<file path="config.mk">
export PLATFORM = sky130hd
export DESIGN_NAME = dcd_chain_driver
export DESIGN_NICKNAME = d
export VERILOG_FILES = /design/src/rtl/dcd_pkg.sv /design/src/rtl/dcd_word_store.sv /design/src/rtl/dcd_frame_shifter.sv /design/src/rtl/dcd_phase_ctrl.sv /design/src/rtl/dcd_chain_driver.sv
export SDC_FILE = /design/constraint.sdc
export NUM_CORES = 1
export LEC_CHECK = 0
export ABC_AREA = 1
export BUFFER_PORTS_ARGS = -buffer_cell sky130_fd_sc_hd__buf_2
export CORE_MARGIN = 3
export CORE_UTILIZATION = 60
export DETAILED_ROUTE_END_ITERATION = 8
export GPL_TIMING_DRIVEN = 0
export PLACE_DENSITY = 0.85
export SYNTH_ARGS = -nofsm -noshare
export SYNTH_HDL_FRONTEND = slang
export SYNTH_SLANG_ARGS = --single-unit
</file>
<file path="constraint.sdc">
create_clock -name clk -period 2.2 [get_ports clk]
set_input_delay 0.11 -clock clk [delete_from_list [all_inputs] [get_ports clk]]
set_output_delay 0.11 -clock clk [all_outputs]
set_load 0.02 [all_outputs]
</file>
<file path="src/rtl/dcd_pkg.sv">
package dcd_pkg;

  typedef enum logic [1:0] {
    PH_IDLE = 2'd0,
    PH_LOW  = 2'd1,
    PH_HIGH = 2'd2,
    PH_LOAD = 2'd3
  } phase_e;

endpackage

</file>
<file path="src/rtl/dcd_word_store.sv">
module dcd_word_store #(
  parameter int N_DEV  = 4,
  parameter int WORD_W = 12,
  parameter int IDX_W  = 2,
  localparam int FRAME_W = N_DEV * WORD_W
) (
  input  logic               clk,
  input  logic               rst_n,
  input  logic               wr_en,
  input  logic [IDX_W-1:0]   wr_idx,
  input  logic [WORD_W-1:0]  wr_data,
  input  logic               bipolar,
  output logic [FRAME_W-1:0] frame_o
);

  // Offset-binary conversion of a two's-complement word: flip the sign bit.
  function automatic logic [WORD_W-1:0] wire_code(input logic [WORD_W-1:0] w,
                                                  input logic            bip);
    wire_code = w ^ {bip, {(WORD_W-1){1'b0}}};
  endfunction

  for (genvar g = 0; g < N_DEV; g++) begin : g_word
    logic [WORD_W-1:0] word_q;

    always_ff @(posedge clk or negedge rst_n) begin
      if (!rst_n)
        word_q <= '0;
      else if (wr_en && (wr_idx == IDX_W'(g)))
        word_q <= wr_data;
    end

    // Highest index sits at the top of the frame, so it leaves first.
    assign frame_o[g*WORD_W +: WORD_W] = wire_code(word_q, bipolar);
  end

endmodule

</file>
<file path="src/rtl/dcd_frame_shifter.sv">
module dcd_frame_shifter #(
  parameter int FRAME_W = 48
) (
  input  logic               clk,
  input  logic               rst_n,
  input  logic               load_en,
  input  logic [FRAME_W-1:0] frame_i,
  input  logic               shift_en,
  output logic               bit_o
);

  logic [FRAME_W-1:0] sr_q;

  always_ff @(posedge clk or negedge rst_n) begin
    if (!rst_n)
      sr_q <= '0;
    else if (load_en)
      sr_q <= frame_i;
    else if (shift_en)
      sr_q <= {sr_q[FRAME_W-2:0], 1'b0};
  end

  assign bit_o = sr_q[FRAME_W-1];

endmodule

</file>
<file path="src/rtl/dcd_phase_ctrl.sv">
module dcd_phase_ctrl
  import dcd_pkg::*;
#(
  parameter int FRAME_W = 48,
  parameter int CNT_W   = 8,
  localparam int BIT_W  = (FRAME_W > 1) ? $clog2(FRAME_W) : 1
) (
  input  logic             clk,
  input  logic             rst_n,
  input  logic             go,
  input  logic [CNT_W-1:0] cfg_lo,
  input  logic [CNT_W-1:0] cfg_hi,
  input  logic [CNT_W-1:0] cfg_ld,
  output logic             sclk_o,
  output logic             load_n_o,
  output logic             busy_o,
  output logic             load_frame_o,
  output logic             shift_o,
  output logic             rise_evt_o,
  output logic             done_evt_o
);

  // A zero count would mean a phase with no cycles; treat it as one.
  function automatic logic [CNT_W-1:0] eff_count(input logic [CNT_W-1:0] c);
    eff_count = (c == '0) ? CNT_W'(1) : c;
  endfunction

  phase_e           ph_q;
  logic [CNT_W-1:0] tmr_q;
  logic [BIT_W-1:0] bit_q;
  logic             tmr_zero;
  logic             last_bit;

  assign tmr_zero     = (tmr_q == '0);
  assign last_bit     = (bit_q == BIT_W'(FRAME_W - 1));
  assign load_frame_o = (ph_q == PH_IDLE) && go;
  assign shift_o      = (ph_q == PH_HIGH) && tmr_zero;
  assign rise_evt_o   = (ph_q == PH_LOW) && tmr_zero;
  assign done_evt_o   = (ph_q == PH_LOAD) && tmr_zero;
  assign busy_o       = (ph_q != PH_IDLE);

  always_ff @(posedge clk or negedge rst_n) begin
    if (!rst_n) begin
      ph_q     <= PH_IDLE;
      tmr_q    <= '0;
      bit_q    <= '0;
      sclk_o   <= 1'b1;
      load_n_o <= 1'b1;
    end else begin
      unique case (ph_q)
        PH_IDLE: begin
          if (go) begin
            ph_q   <= PH_LOW;
            sclk_o <= 1'b0;
            bit_q  <= '0;
            tmr_q  <= eff_count(cfg_lo) - CNT_W'(1);
          end
        end
        PH_LOW: begin
          if (tmr_zero) begin
            sclk_o <= 1'b1;
            if (last_bit) begin
              ph_q     <= PH_LOAD;
              load_n_o <= 1'b0;
              tmr_q    <= eff_count(cfg_ld) - CNT_W'(1);
            end else begin
              ph_q  <= PH_HIGH;
              tmr_q <= eff_count(cfg_hi) - CNT_W'(1);
            end
          end else begin
            tmr_q <= tmr_q - CNT_W'(1);
          end
        end
        PH_HIGH: begin
          if (tmr_zero) begin
            ph_q   <= PH_LOW;
            sclk_o <= 1'b0;
            bit_q  <= bit_q + BIT_W'(1);
            tmr_q  <= eff_count(cfg_lo) - CNT_W'(1);
          end else begin
            tmr_q <= tmr_q - CNT_W'(1);
          end
        end
        PH_LOAD: begin
          if (tmr_zero) begin
            ph_q     <= PH_IDLE;
            load_n_o <= 1'b1;
          end else begin
            tmr_q <= tmr_q - CNT_W'(1);
          end
        end
        default: ph_q <= PH_IDLE;
      endcase
    end
  end

endmodule

</file>
<file path="src/rtl/dcd_chain_driver.sv">
module dcd_chain_driver #(
  parameter int N_DEV  = 4,
  parameter int WORD_W = 12,
  parameter int CNT_W  = 8,
  localparam int FRAME_W = N_DEV * WORD_W,
  localparam int IDX_W   = (N_DEV > 1) ? $clog2(N_DEV) : 1
) (
  input  logic              clk,
  input  logic              rst_n,
  input  logic [CNT_W-1:0]  cfg_lo_cycles,
  input  logic [CNT_W-1:0]  cfg_hi_cycles,
  input  logic [CNT_W-1:0]  cfg_ld_cycles,
  input  logic              bipolar_en,
  input  logic              wr_valid,
  output logic              wr_ready,
  input  logic [IDX_W-1:0]  wr_idx,
  input  logic [WORD_W-1:0] wr_word,
  input  logic              start,
  output logic              ser_data,
  output logic              ser_clk,
  output logic              ser_load_n,
  output logic              busy
);

  logic [FRAME_W-1:0] frame_w;
  logic               load_frame_w;
  logic               shift_w;
  logic               rise_evt;
  logic               done_evt;
  logic               wr_take;

  assign wr_ready = ~busy;
  assign wr_take  = wr_valid & wr_ready;

  dcd_word_store #(
    .N_DEV  (N_DEV),
    .WORD_W (WORD_W),
    .IDX_W  (IDX_W)
  ) u_store (
    .clk     (clk),
    .rst_n   (rst_n),
    .wr_en   (wr_take),
    .wr_idx  (wr_idx),
    .wr_data (wr_word),
    .bipolar (bipolar_en),
    .frame_o (frame_w)
  );

  dcd_frame_shifter #(
    .FRAME_W (FRAME_W)
  ) u_shift (
    .clk      (clk),
    .rst_n    (rst_n),
    .load_en  (load_frame_w),
    .frame_i  (frame_w),
    .shift_en (shift_w),
    .bit_o    (ser_data)
  );

  dcd_phase_ctrl #(
    .FRAME_W (FRAME_W),
    .CNT_W   (CNT_W)
  ) u_ctrl (
    .clk          (clk),
    .rst_n        (rst_n),
    .go           (start),
    .cfg_lo       (cfg_lo_cycles),
    .cfg_hi       (cfg_hi_cycles),
    .cfg_ld       (cfg_ld_cycles),
    .sclk_o       (ser_clk),
    .load_n_o     (ser_load_n),
    .busy_o       (busy),
    .load_frame_o (load_frame_w),
    .shift_o      (shift_w),
    .rise_evt_o   (rise_evt),
    .done_evt_o   (done_evt)
  );

endmodule

</file>
### Word-level counts from Yosys, hierarchy flattened

Index checks and enable logic that the tools add are counted.

* bits in registers: 114
* bits in latches: 0
* bits in writable memories: 0
* ROM bits: 0
* output and inout bits: 5
* word-level logic and storage cells: 83
* memories kept: 0

* $add $sub $neg: 5
* multipliers: 0
* divide/modulo/power cells: 0
* $lt $le $gt $ge: 0
* eq/ne operators: 13
* shift operators: 0
* mux-type cells: 27
* bitwise operators: 6
* reductions and logical operators: 22

Operators with widths (number)
* $mux W48: 2
* $mux W8: 8
* $xor A12 B12 Y12: 4
* $logic_not A8 Y1: 4
* $pmux W8 S4: 1
* $sub A8 B1 Y8 const B: 4
* $mux W6: 2
* $pmux W6 S2: 1
* $reduce_and A4 Y1: 3
* $eq A2 B2 Y1 const B: 4
* $mux W2: 4
* $ne A2 B1 Y1 const B: 4
* $pmux W2 S4: 1
* $reduce_bool A2 Y1: 4
* $add A6 B1 Y6 const B: 1
* $eq A6 B6 Y1 const B: 1
* $logic_and A1 B1 Y1: 6
* $mux W1: 6
* $eq A2 B1 Y1 const B: 2
* $logic_not A2 Y1: 2
* $ne A2 B2 Y1 const B: 2
* $pmux W1 S3: 1
* $reduce_and A3 Y1: 1
* $reduce_bool A3 Y1: 1
* other kinds (4): 4

### Longest topological paths before layout

Gate-level depths: netlist of the first run.

* depth after elaboration: 6
* depth in mapped cells: 17
* mapped depth without buffers: 17

### By module

A second synthesis of the first run with hierarchy kept.

* cells, all modules: 817
* area, all modules: 6362.4 sq um

By module, submodules not included
* dcd_word_store: instances 1, cells each 266, area each 2424.8 sq um, sequential area each 1201.2 sq um
* dcd_frame_shifter: instances 1, cells each 261, area each 2158.3 sq um, sequential area each 1201.2 sq um
* dcd_phase_ctrl: instances 1, cells each 287, area each 1765.4 sq um, sequential area each 452.9 sq um
* dcd_chain_driver: instances 1, cells each 3, area each 13.8 sq um, sequential area each 0.0 sq um

### Least setup slack after synthesis of the first run

No wires, ideal clock.

* path kind: flip-flop to flip-flop
* start point: reg u_ctrl.bit_q[1]
* end point: reg u_ctrl.tmr_q[4]
* arrival: 1783 ps
* setup slack: 300 ps
* stages on the path, launching flop included: 18
* buffers on the path: 0
* clock period less this slack: 1900 ps
* cells stage by stage: dfrtp_1 ha_1 nand2_1 nor2_1 nand2_2 nor2_1 nand2_1 nand2_1 ha_1 nand2_1 nor2_1 nand2_1 nand3_1 nand2_1 nand2_1 nand2_1 nand2_1 nand2_1

* longest elaborated chain between the ends: 4

RTL lines
* from (decl): RTL line dcd_phase_ctrl.sv:30 `logic [BIT_W-1:0] bit_q;`
* from (signal assigned): RTL line dcd_phase_ctrl.sv:78 `bit_q <= bit_q + BIT_W'(1);`
* $eq A6 B6 Y1: RTL line dcd_phase_ctrl.sv:35 `assign last_bit = (bit_q == BIT_W'(FRAME_W - 1));`
* $mux W8: RTL line dcd_phase_ctrl.sv:62 `if (last_bit) begin`
* $mux W8: RTL line dcd_phase_ctrl.sv:60 `if (tmr_zero) begin`
* $pmux W8 S4: RTL line dcd_phase_ctrl.sv:50 `unique case (ph_q)`
* to (signal assigned): RTL line dcd_phase_ctrl.sv:56 `tmr_q <= eff_count(cfg_lo) - CNT_W'(1);`
* to (signal assigned): RTL line dcd_phase_ctrl.sv:65 `tmr_q <= eff_count(cfg_ld) - CNT_W'(1);`
* to (signal assigned): RTL line dcd_phase_ctrl.sv:68 `tmr_q <= eff_count(cfg_hi) - CNT_W'(1);`
* to (decl): RTL line dcd_phase_ctrl.sv:29 `logic [CNT_W-1:0] tmr_q;`

Every way passes these cells.
A chain may end at the register's enable or synchronous reset.

### Worst setup path in the final report of the first run

* start point: reg u_ctrl.tmr_q[0]
* end point: reg u_shift.sr_q[10]

* longest elaborated chain between the ends: 3

RTL lines
* $logic_not A8 Y1: RTL line dcd_phase_ctrl.sv:34 `assign tmr_zero = (tmr_q == '0);`
* $logic_and A1 B1 Y1: RTL line dcd_phase_ctrl.sv:37 `assign shift_o = (ph_q == PH_HIGH) && tmr_zero;`
* $reduce_bool A2 Y1 (no line)
* to (signal assigned): RTL line dcd_frame_shifter.sv:18 `sr_q <= frame_i;`
* to (signal assigned): RTL line dcd_frame_shifter.sv:20 `sr_q <= {sr_q[FRAME_W-2:0], 1'b0};`
* to (decl): RTL line dcd_frame_shifter.sv:12 `logic [FRAME_W-1:0] sr_q;`

Every way passes these cells.

==> results of run 1 <==
[final timing paths]
path / cells past startpoint / start / end
max in group asynchronous: 3 / rst_n / u_shift.sr_q[17]$_DFFE_PN0P_
worst min register to register: 2 / u_store.g_word[2].word_q[3]$_DFFE_PN0P_ / u_store.g_word[2].word_q[3]$_DFFE_PN0P_
worst max-delay path: 12 / u_ctrl.tmr_q[0]$_DFFE_PN0P_ / u_shift.sr_q[10]$_DFFE_PN0P_
worst min-delay path: 4 / wr_idx[1] / u_store.g_word[3].word_q[11]$_DFFE_PN0P_
worst max register to register: 12 / u_ctrl.tmr_q[0]$_DFFE_PN0P_ / u_shift.sr_q[10]$_DFFE_PN0P_
min in group asynchronous: 2 / rst_n / u_ctrl.bit_q[3]$_DFFE_PN0P_
[synthesized netlist by cell type, drive strengths merged, types with 2 or more instances]
master	n
a21oi	32
a31oi	3
buf	14
clkbuf	12
dfrtp	112
dfstp	2
ha	5
inv	93
nand2	172
nand3	21
nand4	5
nor2	82
nor3	2
o211ai	10
o21ai	80
o21bai	2
o221ai	4
o22ai	32
xnor2	5
xor2	6
[sequential cells by signal (all words and copies together) (netlist names)]
signal	count
u_shift.sr_q	48
u_store.g_word.word_q	48
u_ctrl.tmr_q	8
u_ctrl.bit_q	6
u_ctrl.ph_q	2
u_ctrl.load_n_o	1
u_ctrl.sclk_o	1
[where the power goes]
group          total (uW)  leakage [uW]  switching (uW)  internal [uW]
clock                2790      0.000281            1030           1750
sequential           3860       0.00142             697           3160
combinational        2690       0.00177            1660           1030
total                9330       0.00347            3390           5940
[cell type report]
type / instances / area, um^2 / share of cell area (%)
buffer: 26 / 136 / 1.98
clock buffer: 19 / 432 / 6.27
clock inverter: 12 / 158 / 2.29
inverter: 93 / 352 / 5.10
multi-input combinational: 468 / 2350 / 34.2
sequential: 114 / 2860 / 41.5
tap: 108 / 135 / 1.96
timing repair buffer: 70 / 468 / 6.79
[logic make-up (layout without fill, tap and decap cells)]
logic type | after synthesis | after routing | share of synthesized area, %
buf+inv | 119 | 220 | 8.60
xor+xnor | 11 | 11 | 1.70
simple gates | 286 | 286 | 21.7
compound gates | 166 | 166 | 16.5
flops | 114 | 114 | 50.5
fa+ha+maj | 5 | 5 | 1.11
[metal layers]
| metal | global-route usage, % | share of wire (%) | up-vias |
|---|---|---|---|
| met5 | 0 | 0 | - |
| met4 | 11.9 | 4.0 | 0 |
| met3 | 8.93 | 10 | 77 |
| met2 | 54.6 | 47 | 372 |
| met1 | 42.4 | 38 | 2581 |
| li1 | - | - | 2461 |
[worst min-delay path: cells and delay by family]
kind,cells,cell delay [ns]
AND/OR/NAND/NOR,2,0.19
AO/OA/AOI/OAI,1,0.06
buffers and inverters,1,0.14
[stage by stage]
stage | util (%) | TNS, ns | hold WS, ns
after global routing | 77.1 | -0.0678 | 0.0555
after global placement | 67.4 | -26.51 | 0.451
after floorplan | - | 0 | -0.186
after detailed placement | 67.8 | -0.184 | 0.225
final | 77.1 | 0 | 0.0133
after CTS | 76.0 | 0 | 0.00347
[timing repair]
action,in CTS,in global routing
setup endpoints to repair,3,24
resized for setup,2,11
hold endpoints to repair,79,0
setup buffers,0,9
hold buffers,14,0
pin swaps,1,5
==> run metrics, run 1 <==
Layout Nets=around 840; Placer Congestion=slightly above 0.9; cells after synthesis=701; status=finished, final reports clean; CTS tree=built; Final Worst Setup Slack=slightly above 0.08 ns; Main synth FF type=dfrtp_1; Area after DPL=6050 um^2; Hold Vio Cnt, Final=0; most common cell after layout, fill and taps aside=nand2_1; Sink Count=between 100 and 150; Synth cell types=42; Tcrit/Tclk final=between 90% and 100%; syn_area_per_cell=8.07 um^2; cell area after layout=between 6000 and 7000 um^2; number of remaining DRC errors=0; Synth warnings=0; die height=just over 100 um; FILL cells=590; antenna cells=0; Net Count, Synth=749; first drt pass iteration count=6; TritonCTS Buffers=17; sequential area share after synthesis=about half; Setup Skew=slightly below 0.01 ns; Yosys reg bits=around 110; # rows=34; gr usage total=around a third; 1st-iter DRT viols=614; kind of critical path=flop to flop; PnR Total Power=about 9300 uW; Worst slew margin=around half; critical path peak fanout=10; Core Area=8930 um^2; Cell Area, Synth=5660 um^2; MaxCap Viol Count=0; pin count of the biggest net entering global routing=59; Worst-Margin Slew=0.757 ns; Worst setup EP type=flop; drt via density=6.03; Max Transition Viols Final=0; port bufs=46; initial antenna violation count=0; CP Launch Type=flop; unrepaired setup endpoints after global routing=true; Post-synth EDFFs=0; R2R setup slack=a little over 0.08 ns; Largest stage delay, worst path=approximately 0.40 ns; Final setup viols=0; fin cells=910; DP Cell Count=between 800 and 900; Max Fclk=between 400 and 500 MHz; asr flop ratio synth=between 90% and 100%; most frequent cells in the layout=166 x nand2_1, 112 x dfrtp_1, 84 x inv_1; area delta synth->final=21.7%; leakage dissipation=roughly 0.0035 uW; vias in the first global route=5324; first-pass GRT wire length=between 20 and 30 mm; Initial Util=a little over three fifths; vias post-DR=around 5500; I/O pin count=48; Synth top area share=49.5%; total gr overflow=0; min cycle time layout=roughly 2.1 ns; Peak supply drop=0.840 mV; detailed-placement wirelength estimate=10.6 mm; drt total wl=between 15 and 20 mm; CP required=around 2.6 ns; slowest CP cell=dfrtp_1; HP Class=input pin to flop; clk slew on worst S/H paths=~0.060 ns; per-cell routed wire length=between 15 and 20 um; clock buffer depth=2; Critical path buffers and inverters=5; Die W=just over 100 um; cells along the critical path=inv_1, ha_1, inv_1, nor2_1, nand3_4, nor2_8, nor2_4, inv_4, buf_6, buf_6, nor2_1, nor2_1; antenna-violating nets left=0; crit path DAT=approximately 2.5 ns; pre-CTS setup slack=-0.0981 ns; clk_lat worst skew=~0.52 ns; share of layout cells above drive strength 1=17.5%; cells taking the most area after synthesis=dfrtp_1 50%, nand2_1 11%, o21ai_0 6.3%, inv_1 5.6%, nor2_1 4.8%; CP top delay family=simple AND/OR/NAND/NOR gates; H-tree level count=4; cell taking the most area after synthesis=dfrtp_1; root buf cell=clkbuf_8; most frequent CP cell=nor2_1; die area=about 11000 um^2; PwrDens=around 1400 nW/um^2
Note: power is estimated with default switching activity, not from simulation.
==> run 2: changes to the inputs <==
Settings changed: PLACE_DENSITY 0.85 to 0.88.
==> run 2 against run 1 <==
Hold slack got worse by 0.0094 ns. Fmax rose by 1.5%. Sequential power barely moved. Largest power group unchanged. Highest routed layer unchanged.
==> run metrics, run 2 (synthesized netlist as in run 1, its figures left out) <==
cell area after layout=6930 um^2 (+0.64%); clk slew on worst S/H paths=0.07 ns (about the same); Worst slew margin=55.8% (+6.2 points); per-cell routed wire length=17.9 um (-2.8%); most frequent cells in the layout=167 x nand2_1, 112 x dfrtp_1, 84 x inv_1; Core Util, Final=77.6% (+0.49 points); CP Launch Type=flop; Die W=103 um (unchanged); min cycle time layout=2.09 ns (-0.0315 ns); root buf cell=clkbuf_8; Worst-Margin Slew=0.663 ns (-0.0936 ns); crit path DAT=2.48 ns (-0.06 ns); vias in the first global route=5358 (+0.64%); 1st-iter DRT viols=586 (-4.6%); fin cells=912 (+0.22%); die height=103 um (unchanged); first-pass GRT wire length=26.0 mm (-2.5%); Final setup viols=0 (unchanged); area delta synth->final=22.5%; top flop regs=u_shift.sr_q: 48 flops, u_store.g_word.word_q: 48 flops, u_ctrl.tmr_q: 8 flops; Core Area=8930 um^2 (unchanged); Area after DPL=6050 um^2 (unchanged); most common cell after layout, fill and taps aside=nand2_1; CP required=2.60 ns (-0.03 ns); HP Class=input pin to flop; total gr overflow=0 (unchanged); die area=10600 um^2 (unchanged); number of remaining DRC errors=0 (unchanged); first drt pass iteration count=6 (unchanged); Placer Congestion=0.972 (+4.6%); port bufs=46 (unchanged); final hold slack=0.00395 ns (-0.00938 ns); MaxCap Viol Count=0 (unchanged); detailed-placement wirelength estimate=10.3 mm (-3.4%); Setup Skew=0.00996 ns (+0.0000878 ns); H-tree level count=4 (unchanged); antenna cells=0 (unchanged); Worst setup EP type=flop; kind of critical path=flop to flop; Max Fclk=479 MHz (+1.5%); Layout Nets=839 (+0.12%); # rows=34 (unchanged); Sink Count=114 (unchanged); clock buffer depth=2 (unchanged); Initial Util=63.3% (unchanged); Tcrit/Tclk final=94.8% (-1.4 points); Peak supply drop=0.878 mV (+4.6%); vias post-DR=5484 (-0.13%); gr usage total=32.4% (-0.77 points); drt via density=6.01 (-0.35%); setup TNS=0 ns (unchanged); I/O pin count=48 (unchanged); pin count of the biggest net entering global routing=67 (+14%); Max Transition Viols Final=0 (unchanged); initial antenna violation count=0 (unchanged); CTS tree=built; antenna-violating nets left=0 (unchanged); Hold Vio Cnt, Final=0 (unchanged); DP Cell Count=856 (unchanged); drt total wl=16.3 mm (-2.6%); clk_lat worst skew=0.52 ns (about the same); PwrDens=1360 nW/um^2 (+0.68%); TritonCTS Buffers=17 (unchanged); share of layout cells above drive strength 1=17.5% (+0.081 points); leakage dissipation=0.00347 uW (about the same); critical path peak fanout=10 (unchanged); status=finished, final reports clean
[run 2: worst max-delay path, stage by stage (launching register included)]
cell     delay, ns
dfrtp_1       0.39
inv_1         0.10
ha_1          0.23
inv_1         0.13
nor2_4        0.06
nand3_4       0.12
nor2_8        0.07
nor2_4        0.18
inv_4         0.07
buf_6         0.16
buf_6         0.16
o21ai_1       0.30
[run 2: worst paths after layout]
kind | startpoint | end | slack, ns | cells past startpoint
max in group asynchronous | rst_n | u_store.g_word[1].word_q[5]$_DFFE_PN0P_ | 1.29 | 3
min reg2reg | u_ctrl.sclk_o$_DFFE_PN1P_ | u_ctrl.sclk_o$_DFFE_PN1P_ | 0.48 | 2
min | wr_word[8] | u_store.g_word[0].word_q[8]$_DFFE_PN0P_ | 0.004 | 3
max | u_ctrl.tmr_q[0]$_DFFE_PN0P_ | u_shift.sr_q[0]$_DFFE_PN0P_ | 0.11 | 11
max reg2reg | u_ctrl.tmr_q[0]$_DFFE_PN0P_ | u_shift.sr_q[0]$_DFFE_PN0P_ | 0.11 | 11
min in group asynchronous | rst_n | u_ctrl.bit_q[4]$_DFFE_PN0P_ | 0.17 | 2
[run 2: power breakdown]
group          total [uW]  internal, uW  switching (uW)
sequential           3860          3160             699
combinational        2690          1020            1670
clock                2910          1850            1050
[run 2: area by class of cell]
class                   instances  area [um^2]
multi-input cells             469         2370
inverters                      93          352
repair buffers                 70          465
clock inverters                14          201
fillers                       572         2000
clock buffers                  18          418
plain buffers                  26          136
well taps                     108          135
flip-flops and latches        114         2860
[run 2: what timing repair did]
action | in CTS | in global routing
hold buffers | 13 | 0
endpoints found under the hold margin | 76 | 0
pin swaps | 1 | 7
resized for setup | 2 | 11
endpoints found under the setup margin | 6 | 41
gates cloned | 0 | 1
setup buffers | 0 | 10
[run 2: metrics by stage]
step / setup slack, ns / total power, uW
global route: -0.00904 / 9990
floorplan: 0.300 / 5530
CTS: 0.0251 / 9300
finish: 0.114 / 9460
detailed placement: -0.000809 / 6270
global placement: -0.235 / 6070
[run 2: per-layer routing]
layer  share of wire, %  track usage, %
met1                 38            40.2
met3                8.6            7.58
met5                  0               0
met2                 49            52.9
met4                4.4            17.0
